--- config.mk ---
export PLATFORM = sky130hd
export DESIGN_NAME = ucode_patch_seq
export DESIGN_NICKNAME = d
export VERILOG_FILES = /design/src/rtl/ucp_pkg.sv /design/src/rtl/ucp_match_bank.sv /design/src/rtl/ucp_patch_ram.sv /design/src/rtl/ucp_rom.sv /design/src/rtl/ucode_patch_seq.sv
export SDC_FILE = /design/constraint.sdc
export NUM_CORES = 2
export LEC_CHECK = 0
export BUFFER_PORTS_ARGS = -buffer_cell sky130_fd_sc_hd__buf_2
export CAP_MARGIN = 10
export CORE_UTILIZATION = 55
export DETAILED_ROUTE_END_ITERATION = 16
export PLACE_DENSITY_LB_ADDON = 0.2
export SYNTH_ARGS = -nofsm -noshare
export SYNTH_HDL_FRONTEND = slang
export SYNTH_SLANG_ARGS = --single-unit
export TNS_END_PERCENT = 20
--- constraint.sdc ---
create_clock -name clk -period 6.5 [get_ports clk]
set_input_delay 0.975 -clock clk [delete_from_list [all_inputs] [get_ports clk]]
set_output_delay 0.975 -clock clk [all_outputs]
set_load 0.02 [all_outputs]
--- src/rtl/ucp_pkg.sv ---
package ucp_pkg;

    // Sequencer states: idle entry, normal fetch, issue at redirect target
    typedef enum logic [1:0] {
        ST_BOOT  = 2'd0,
        ST_FETCH = 2'd1,
        ST_REDIR = 2'd2
    } seq_state_e;

    // Even parity over a data word plus its stored check bit: 1 means failure
    function automatic logic parity_fail(input logic chk, input logic [63:0] word);
        return chk ^ (^word);
    endfunction

endpackage

--- src/rtl/ucp_match_bank.sv ---
module ucp_match_bank #(
    parameter int NPAIRS = 4,
    parameter int UA_W   = 10,
    parameter int IDX_W  = 5
) (
    input  logic                 clk,
    input  logic                 rst_n,
    input  logic                 wr_en,
    input  logic [IDX_W-1:0]     wr_idx,
    input  logic                 wr_jump_sel,
    input  logic [UA_W-1:0]      wr_addr,
    input  logic                 wr_arm,
    input  logic [UA_W-1:0]      probe,
    output logic [NPAIRS-1:0]    hit_sel,
    output logic [UA_W-1:0]      hit_dest
);

    logic [NPAIRS-1:0]           arm_q;
    logic [NPAIRS-1:0][UA_W-1:0] watch_q;
    logic [NPAIRS-1:0][UA_W-1:0] jump_q;
    logic [NPAIRS-1:0]           raw_hit;

    always_ff @(posedge clk or negedge rst_n) begin
        if (!rst_n) begin
            arm_q   <= '0;
            watch_q <= '0;
            jump_q  <= '0;
        end else if (wr_en) begin
            for (int p = 0; p < NPAIRS; p++) begin
                if (wr_idx == IDX_W'(p)) begin
                    if (wr_jump_sel) begin
                        jump_q[p] <= wr_addr;
                    end else begin
                        watch_q[p] <= wr_addr;
                        arm_q[p]   <= wr_arm;
                    end
                end
            end
        end
    end

    genvar g;
    generate
        for (g = 0; g < NPAIRS; g++) begin : g_cmp
            assign raw_hit[g] = arm_q[g] && (watch_q[g] == probe);
        end
    endgenerate

    // Scan from the top so that the lowest-numbered hit is written last
    always_comb begin
        hit_sel  = '0;
        hit_dest = '0;
        for (int i = NPAIRS - 1; i >= 0; i--) begin
            if (raw_hit[i]) begin
                hit_sel    = '0;
                hit_sel[i] = 1'b1;
                hit_dest   = jump_q[i];
            end
        end
    end

endmodule

--- src/rtl/ucp_patch_ram.sv ---
module ucp_patch_ram #(
    parameter int WORDS = 60,
    parameter int DW    = 32,
    parameter int WA_W  = 6,
    parameter int RA_W  = 10
) (
    input  logic            clk,
    input  logic            rst_n,
    input  logic            we,
    input  logic [WA_W-1:0] waddr,
    input  logic [DW-1:0]   wdata,
    input  logic [RA_W-1:0] raddr,
    output logic [DW-1:0]   rdata
);

    logic [DW-1:0] mem_q [WORDS];

    always_ff @(posedge clk or negedge rst_n) begin
        if (!rst_n) begin
            for (int k = 0; k < WORDS; k++) mem_q[k] <= '0;
        end else if (we && (32'(waddr) < WORDS)) begin
            mem_q[waddr] <= wdata;
        end
    end

    always_comb begin
        rdata = '0;
        for (int k = 0; k < WORDS; k++) begin
            if (raddr == RA_W'(k)) rdata = mem_q[k];
        end
    end

endmodule

--- src/rtl/ucp_rom.sv ---
module ucp_rom #(
    parameter int              UA_W      = 10,
    parameter int              DW        = 32,
    parameter logic [DW-1:0]   SEED      = 32'h9E37_79B1,
    parameter int              FLAW_ADDR = 21
) (
    input  logic [UA_W-1:0] addr,
    output logic [DW-1:0]   data,
    output logic            par_fail
);

    logic [DW-1:0] word;
    logic          stored_par;

    // Contents are computed from the address; one word holds a bad check bit
    always_comb begin
        word       = DW'(addr) * SEED;
        stored_par = (^word) ^ (addr == UA_W'(FLAW_ADDR));
        data       = word;
        par_fail   = ucp_pkg::parity_fail(stored_par, 64'(word));
    end

endmodule

--- src/rtl/ucode_patch_seq.sv ---
module ucode_patch_seq #(
    parameter int                UA_W        = 10,
    parameter int                UOP_W       = 32,
    parameter int                NPAIRS      = 4,
    parameter int                PATCH_BASE  = 960,
    parameter int                PATCH_WORDS = 60,
    parameter int                RESET_VEC   = 0,
    parameter int                FLAW_ADDR   = 21,
    parameter logic [UOP_W-1:0]  ROM_SEED    = 32'h9E37_79B1,
    localparam int               PW_AW       = $clog2(PATCH_WORDS),
    localparam int               PAIR_AW     = $clog2(NPAIRS),
    localparam int               CFG_IDX_W   = (PW_AW > PAIR_AW + 1) ? PW_AW : PAIR_AW + 1,
    localparam int               CFG_AW      = CFG_IDX_W + 1
) (
    input  logic              clk,
    input  logic              rst_n,
    input  logic              cfg_we,
    input  logic [CFG_AW-1:0] cfg_addr,
    input  logic [UOP_W-1:0]  cfg_wdata,
    input  logic              seq_restart,
    input  logic              seq_branch,
    input  logic [UA_W-1:0]   seq_target,
    output logic              uop_valid,
    output logic [UA_W-1:0]   uop_addr,
    output logic [UOP_W-1:0]  uop_data,
    output logic              uop_par_err
);
    import ucp_pkg::*;

    seq_state_e         state_q, state_d;
    logic [UA_W-1:0]    uip_q, uip_d;
    logic [NPAIRS-1:0]  hit_sel;
    logic [UA_W-1:0]    hit_dest;
    logic               hit;
    logic               in_patch;
    logic [UA_W-1:0]    patch_off;
    logic [UOP_W-1:0]   patch_rd, rom_rd;
    logic               rom_bad;
    logic               issue;

    // Configuration decode
    logic cfg_patch;
    assign cfg_patch = cfg_addr[CFG_AW-1];

    ucp_match_bank #(
        .NPAIRS (NPAIRS),
        .UA_W   (UA_W),
        .IDX_W  (CFG_IDX_W - 1)
    ) u_bank (
        .clk         (clk),
        .rst_n       (rst_n),
        .wr_en       (cfg_we && !cfg_patch),
        .wr_idx      (cfg_addr[CFG_IDX_W-1:1]),
        .wr_jump_sel (cfg_addr[0]),
        .wr_addr     (cfg_wdata[UA_W-1:0]),
        .wr_arm      (cfg_wdata[UA_W]),
        .probe       (uip_q),
        .hit_sel     (hit_sel),
        .hit_dest    (hit_dest)
    );

    assign hit       = |hit_sel;
    assign in_patch  = (uip_q >= UA_W'(PATCH_BASE));
    assign patch_off = uip_q - UA_W'(PATCH_BASE);

    ucp_patch_ram #(
        .WORDS (PATCH_WORDS),
        .DW    (UOP_W),
        .WA_W  (CFG_IDX_W),
        .RA_W  (UA_W)
    ) u_patch (
        .clk   (clk),
        .rst_n (rst_n),
        .we    (cfg_we && cfg_patch),
        .waddr (cfg_addr[CFG_IDX_W-1:0]),
        .wdata (cfg_wdata),
        .raddr (patch_off),
        .rdata (patch_rd)
    );

    ucp_rom #(
        .UA_W      (UA_W),
        .DW        (UOP_W),
        .SEED      (ROM_SEED),
        .FLAW_ADDR (FLAW_ADDR)
    ) u_rom (
        .addr     (uip_q),
        .data     (rom_rd),
        .par_fail (rom_bad)
    );

    // State register
    always_ff @(posedge clk or negedge rst_n) begin
        if (!rst_n) begin
            state_q <= ST_BOOT;
            uip_q   <= UA_W'(RESET_VEC);
        end else begin
            state_q <= state_d;
            uip_q   <= uip_d;
        end
    end

    // Next state and pointer
    always_comb begin
        state_d = state_q;
        uip_d   = uip_q;
        if (seq_restart) begin
            state_d = ST_BOOT;
            uip_d   = UA_W'(RESET_VEC);
        end else begin
            unique case (state_q)
                ST_BOOT: begin
                    state_d = ST_FETCH;
                end
                ST_FETCH: begin
                    if (hit) begin
                        state_d = ST_REDIR;
                        uip_d   = hit_dest;
                    end else begin
                        uip_d = seq_branch ? seq_target : uip_q + 1'b1;
                    end
                end
                ST_REDIR: begin
                    state_d = ST_FETCH;
                    uip_d   = seq_branch ? seq_target : uip_q + 1'b1;
                end
                default: begin
                    state_d = ST_BOOT;
                end
            endcase
        end
    end

    // Outputs
    always_comb begin
        issue       = (state_q == ST_REDIR) || ((state_q == ST_FETCH) && !hit);
        uop_valid   = issue;
        uop_addr    = uip_q;
        uop_data    = '0;
        uop_par_err = 1'b0;
        if (issue) begin
            uop_data    = in_patch ? patch_rd : rom_rd;
            uop_par_err = !in_patch && rom_bad;
        end
    end

endmodule

Word-level counts from Yosys, hierarchy flattened. Cells that the tools add are included.

$add $sub $neg: 2. Multiply operators: 1. Order comparisons: 4. Equality and inequality tests: 70. Multiplexer cells: 81. Bitwise operators: 4. Reduce and logical (&&, ||, !) cells: 30.

Operators with widths (number): 2-to-1 mux 32 bit (63); bitwise mux 1920 bit (1); == test 10 x 6 -> 1 bit (second input constant) (28); demux 32 bit (select 6 bit) (1); == test 10 x 5 -> 1 bit (second input constant) (17); == test 10 x 4 -> 1 bit (second input constant) (8); 2-to-1 mux 10 bit (7); parity 64 bit (1); == test 10 bit (4); == test 10 x 3 -> 1 bit (second input constant) (4); multiplier 10 x 32 -> 32 bit (second input constant) (1); parity 32 bit (1); AND reduction 3 bit (8); == test 10 x 2 -> 1 bit (second input constant) (2); one-hot mux 10 bit (2 select lines) (1); 2-to-1 mux 4 bit (4); adder 10 x 1 -> 10 bit (second input constant) (1); == test 10 x 1 -> 1 bit (second input constant) (1); == test 5 x 2 -> 1 bit (second input constant) (2); >= comparator 10 bit (second input constant) (1); logical AND 1 bit (10); logical NOT 10 bit (1); subtractor 10 bit (second input constant) (1); >= comparator 7 bit (second input constant) (1); 19 further kinds (23).

Register bits: 2016. Input bits: 54. Word-level logic and storage cells: 266.

Depth between registers and ports, before layout.
Depth in word-level cells: 64. Gate-level depth with buffers: 22. Depth with buffers taken out: 21.

By module. Synthesis repeated with hierarchy kept, for this count alone.

Cells, all modules: 7911. Area, all modules: 97927.7 um^2.

Modules (own cells, without submodules): ucp_patch_ram (times used 1, cells an instance 6907, area an instance 88092.0 um^2, seq. area each 48046.1 um^2); ucp_rom (times used 1, cells an instance 478, area an instance 4337.9 um^2, seq. area each 0.0 um^2); ucp_match_bank (times used 1, cells an instance 308, area an instance 4103.9 um^2, seq. area each 2102.0 um^2); ucode_patch_seq (times used 1, cells an instance 218, area an instance 1393.8 um^2, seq. area each 300.3 um^2).

Worst setup path before layout. No wires, ideal clock.

Path kind: register to output. Start: register uip_q[3], in the netlist uop_addr[3]. End: output port uop_data[24]. Arrival time: 5.916 ns. Path slack: -0.391 ns. Cell stages (with the launch flop): 21. Path buffers: 1. Path through: dfrtp_1 -> buf_2 -> inv_1 -> ha_1 -> inv_1 -> fa_1 -> inv_1 -> fa_1 -> inv_1 -> fa_1 -> inv_1 -> fa_1 -> ha_1 -> and3_1 -> a211oi_1 -> o211ai_1 -> and3_1 -> nor3_1 -> xnor2_1 -> nor2_1 -> a2111oi_0.

Word-level cells in the longest chain between the ends: 64.

Ends and longest elaborated chain: start: declaration (line ucode_patch_seq.sv:31) `logic [UA_W-1:0] uip_q, uip_d;`; start signal: assignment (line ucode_patch_seq.sv:96) `uip_q <= UA_W'(RESET_VEC);`; start signal: assignment (line ucode_patch_seq.sv:99) `uip_q <= uip_d;`; subtractor 10 bit (line ucode_patch_seq.sv:64) `assign patch_off = uip_q - UA_W'(PATCH_BASE);`; logical NOT 10 bit (line ucp_patch_ram.sv:29) `if (raddr == RA_W'(k)) rdata = mem_q[k];`; 2-to-1 mux 32 bit (60 in a row) (line ucp_patch_ram.sv:29); 2-to-1 mux 32 bit (line ucode_patch_seq.sv:142) `uop_data = in_patch ? patch_rd : rom_rd;`; 2-to-1 mux 32 bit (*) (line ucode_patch_seq.sv:141) `if (issue) begin`; end: declaration (line ucode_patch_seq.sv:25) `output logic [UOP_W-1:0] uop_data,`.

Every way passes the cells marked *; elsewhere a longest branch is shown, timed or not.

Worst setup path after layout.
Start: register uip_q[2], in the netlist uop_addr[2]. End: output port uop_data[31].

Same word-level chain as after synthesis.

==> metrics.yaml <==
setup_ws_ns: -0.787
power.internal_w: 0.0228
first_pass_iters: 14
synth.yosys.seq_area_share: 0.515
relSlewSlack: 0.108
track_usage: 0.392
crit_path_frequent_cell: "fa_1"
cp_cell_sequence: "fa_1, inv_2, fa_1, fa_1, inv_1, fa_1, fa_2, ha_4, o21ai_1, nand2b_1, a21boi_2, a31oi_4, a41oi_2, buf_4, o211ai_1, a2111o_1, a31oi_1, buf_4, xnor2_1, a2bb2oi_2, buf_4"
ys.flop_type: "dfrtp_1"
cts_tree: "yes"
p_sw_w: 0.00855
ctsHoldBuffers: 0
place.detailed.hpwl_mm: 239
synth_area_mm2: 0.0979
fin_skew_ns: 0.0106
n_fill_cell: 13700
totalWireLength_mm: 355
yosysUniqueCellTypes: 112
clock_sinks: 2016
cp-startpoint: "uop_addr[2]"
drive_gt1_frac: 0.394
vdd_drop_max_v: 0.000246
synth_edf_count: 0
place_inst: 10400
drt-vias-per-instance: 6.93
hold_path.class: "in -> async"
path_class: "reg -> out"
core.rowCount: 154
worst_path_max_delay_cell: "fa_1"
synth-seq-cells: 2016
clk_latency_ns: 0.88
die_w_um: 424
place_congestion: 0.983
syn_nets: 8252
power_density_mw_per_mm2: 281
htreeDepth: 4
portBuffers: 97
cts_buffers: 210
die_area_mm2: 0.180
clkPwrFrac: 0.401
final_cells: 10800
die_h_um: 424
required_ns: 5.52
startpoint_type: "flop"
antenna_left: 0
cpPeakStageDelay_ns: 0.58
arrival_ns: 6.31
overflow: 0
wire_per_inst_um: 33.0
finalCriticalPeriod_ns: 7.29
worstMarginPinSlew_ns: 1.30
grt_first_pass_wirelength_mm: 519
p_leak_nw: 53.4
grt_pass1_vias: 75000
swShare: 0.272
fin_nets: 8464
netlist_instances: 8029
pre_cts_ws_ns: -0.219
path_max_fanout: 4
status: "finished with violations"
yosysTopAreaCellShare: 0.515
antenna_found_initial: 13
violations: "design-rule violations, negative setup slack"
critPathTopFamily: "adder cells"
synth_async_sr_flop_share: 1.00
pin_count: 98
via_count: 74500
finalSetupViolations: 31
seqPwrFrac: 0.449
core_area_mm2: 0.176
drc_errors: 6
p_comb_frac: 0.150
cap_viol_max_count: 0
drt-initial-drc-count: 8835
area_growth_pct: 14.1
yosys_warnings: 0
finalHoldViolCount: 0
initial_core_util: 0.555
cts_buffer_depth: 3
rsz0062_at_grt: "yes"
syn_avg_cell_area_um2: 12.2
clock-root-buffer: "clkbuf_16"
path_clk_slew_ns: 0.06
rr_startpoint: "uop_addr[0]"
finalCritPeriodShare: 1.12
grt_max_degree: 173
crit_buf_inv: 5
cp-end-kind: "primary output"
yosysTopAreaCell: "dfrtp_1"
slew_violations: 0
ys_top_cells_by_area: "dfrtp_1 52%, mux2_2 23%, fa_1 1.7%"
fmax_mhz: 137
## flip-flops by register name, summed over array words and instances (netlist names)
register        cells
uop_addr           10
state_q             2
u_patch.mem_q    1920
u_bank.jump_q      40
u_bank.arm_q        4
u_bank.watch_q     40
## placed cells by master, fill, tap and decap left out, types with 29 or more instances in the layout
master	n
dfrtp_1	2015
mux2_2	2000
buf_4	566
nand2_1	371
nor2_1	276
o21ai_0	272
a21oi_1	265
o22ai_1	238
clkbuf_16	211
a22oi_1	175
inv_1	134
a221oi_1	107
o221ai_1	88
buf_2	85
fa_1	82
ha_1	69
nor3_1	68
o211ai_1	66
xnor2_1	64
nand3_1	64
a211oi_1	61
a22o_1	55
clkbuf_8	55
a221o_1	51
clkbuf_1	48
nand2_2	38
a31oi_1	37
clkinv_2	35
nand4_1	29
## layout make-up
type / count / area [um2] / area share
Antenna cell: 7 / 17.5 / 0.000157
Multi-Input combinational cell: 5172 / 45100 / 0.404
Timing Repair Buffer: 697 / 5450 / 0.0488
Tap cell: 2340 / 2930 / 0.0262
Clock buffer: 314 / 6220 / 0.0556
Clock inverter: 73 / 1030 / 0.00921
Inverter: 144 / 546 / 0.00488
Sequential cell: 2016 / 50400 / 0.452
## routing by layer
| metal | share of wire | wire length, um | vias to the layer above | track usage |
|---|---|---|---|---|
| li1 | - | - | 30200 | - |
| met1 | 0.39 | 138000 | 38900 | 0.517 |
| met2 | 0.45 | 160000 | 4279 | 0.596 |
| met3 | 0.095 | 33700 | 1140 | 0.0920 |
| met4 | 0.066 | 23400 | 14 | 0.225 |
| met5 | 0.00028 | 101 | - | 0 |
## cell families (layout without fill, tap and decap cells)
| logic type | after synthesis | after routing | share of synthesized area |
|---|---|---|---|
| other | 0 | 7 | 0 |
| buffers and inverters | 841 | 1228 | 0.0355 |
| XOR/XNOR | 81 | 81 | 0.00751 |
| AO/OA/AOI/OAI | 1775 | 1775 | 0.127 |
| flip-flops | 2016 | 2016 | 0.515 |
| multiplexers | 2018 | 2018 | 0.232 |
| AND/OR/NAND/NOR | 1129 | 1129 | 0.0550 |
| adder cells (fa/ha/maj) | 169 | 169 | 0.0281 |
## path summary, 6_finish.rpt
path / end / slack (ns) / cells after the start
min: u_patch.mem_q[595] / 0.16 / 1
max in group asynchronous: u_patch.mem_q[1315] / 4.65 / 2
min reg2reg: u_patch.mem_q[1902] / 0.50 / 1
max: uop_data[31] / -0.79 / 21
min in group clk: u_patch.mem_q[1902] / 0.50 / 1
max reg2reg: uop_addr[4] / 2.78 / 11
## metrics by stage
step	instance area [um2]	utilization	total power, W	setup TNS, ns	hold slack (ns)
6_report	112000	0.633	0.0314	-14.05	0.163
5_1_grt	112000	0.633	0.0324	-17.87	0.202
4_1_cts	111000	0.631	0.0312	-14.57	0.177
3_5_place_dp	104000	0.587	0.0187	-0.798	0.485
3_3_place_gp	104000	0.587	0.0185	-0.373	0.480
2_1_floorplan	98000	-	0.0167	-0.349	0.470
## worst register-to-register path, delay by kind of cell (launching register included)
kind / cells / cell delay, ns
simple gates: 4 / 1.26
compound gates: 3 / 0.87
buf+inv: 1 / 0.55
flops: 1 / 0.43
mux: 2 / 0.32
xor+xnor: 1 / 0.22
## power by group through the flow
stage               clock (W)  combinational [W]  sequential (W)
floorplan                   0            0.00256          0.0141
global placement            0            0.00428          0.0142
detailed placement          0            0.00438          0.0143
CTS                    0.0126            0.00454          0.0141
global route           0.0132            0.00501          0.0142
finish                 0.0126            0.00470          0.0141
## repair_timing
action / CTS / global route
gates resized for setup: 127 / 78
setup buffers: 4 / 5
endpoints found under the hold margin: 0 / 0
pin swaps: 30 / 27
setup endpoints to repair: 32 / 32
## cell usage after synthesis, types with 18 or more instances
cell       number
ha_1           84
mux2i_1        18
nor4_1         21
a21o_1         21
nor2_1        313
a22oi_1       175
clkbuf_1      387
o22ai_1       239
buf_2         125
a221oi_1      114
a22o_1         55
fa_1           85
dfrtp_1      2016
a31oi_1        40
xnor2_1        69
o31ai_1        20
and3_1         23
nand4_1        29
o21a_1         22
buf_1         156
o2111ai_1      20
or3_1          24
nand3_1        66
o21ai_1        20
o221ai_1       89
o21ai_0       285
o211ai_1       66
a21oi_1       277
a222oi_1       28
inv_1         139
a2111oi_0      27
a211oi_1       68
and2_1         19
a221o_1        51
nor3_1         77
nand2b_1       21
mux2_2       2000
nand2_1       404
(Power assumes the default switching activity.)
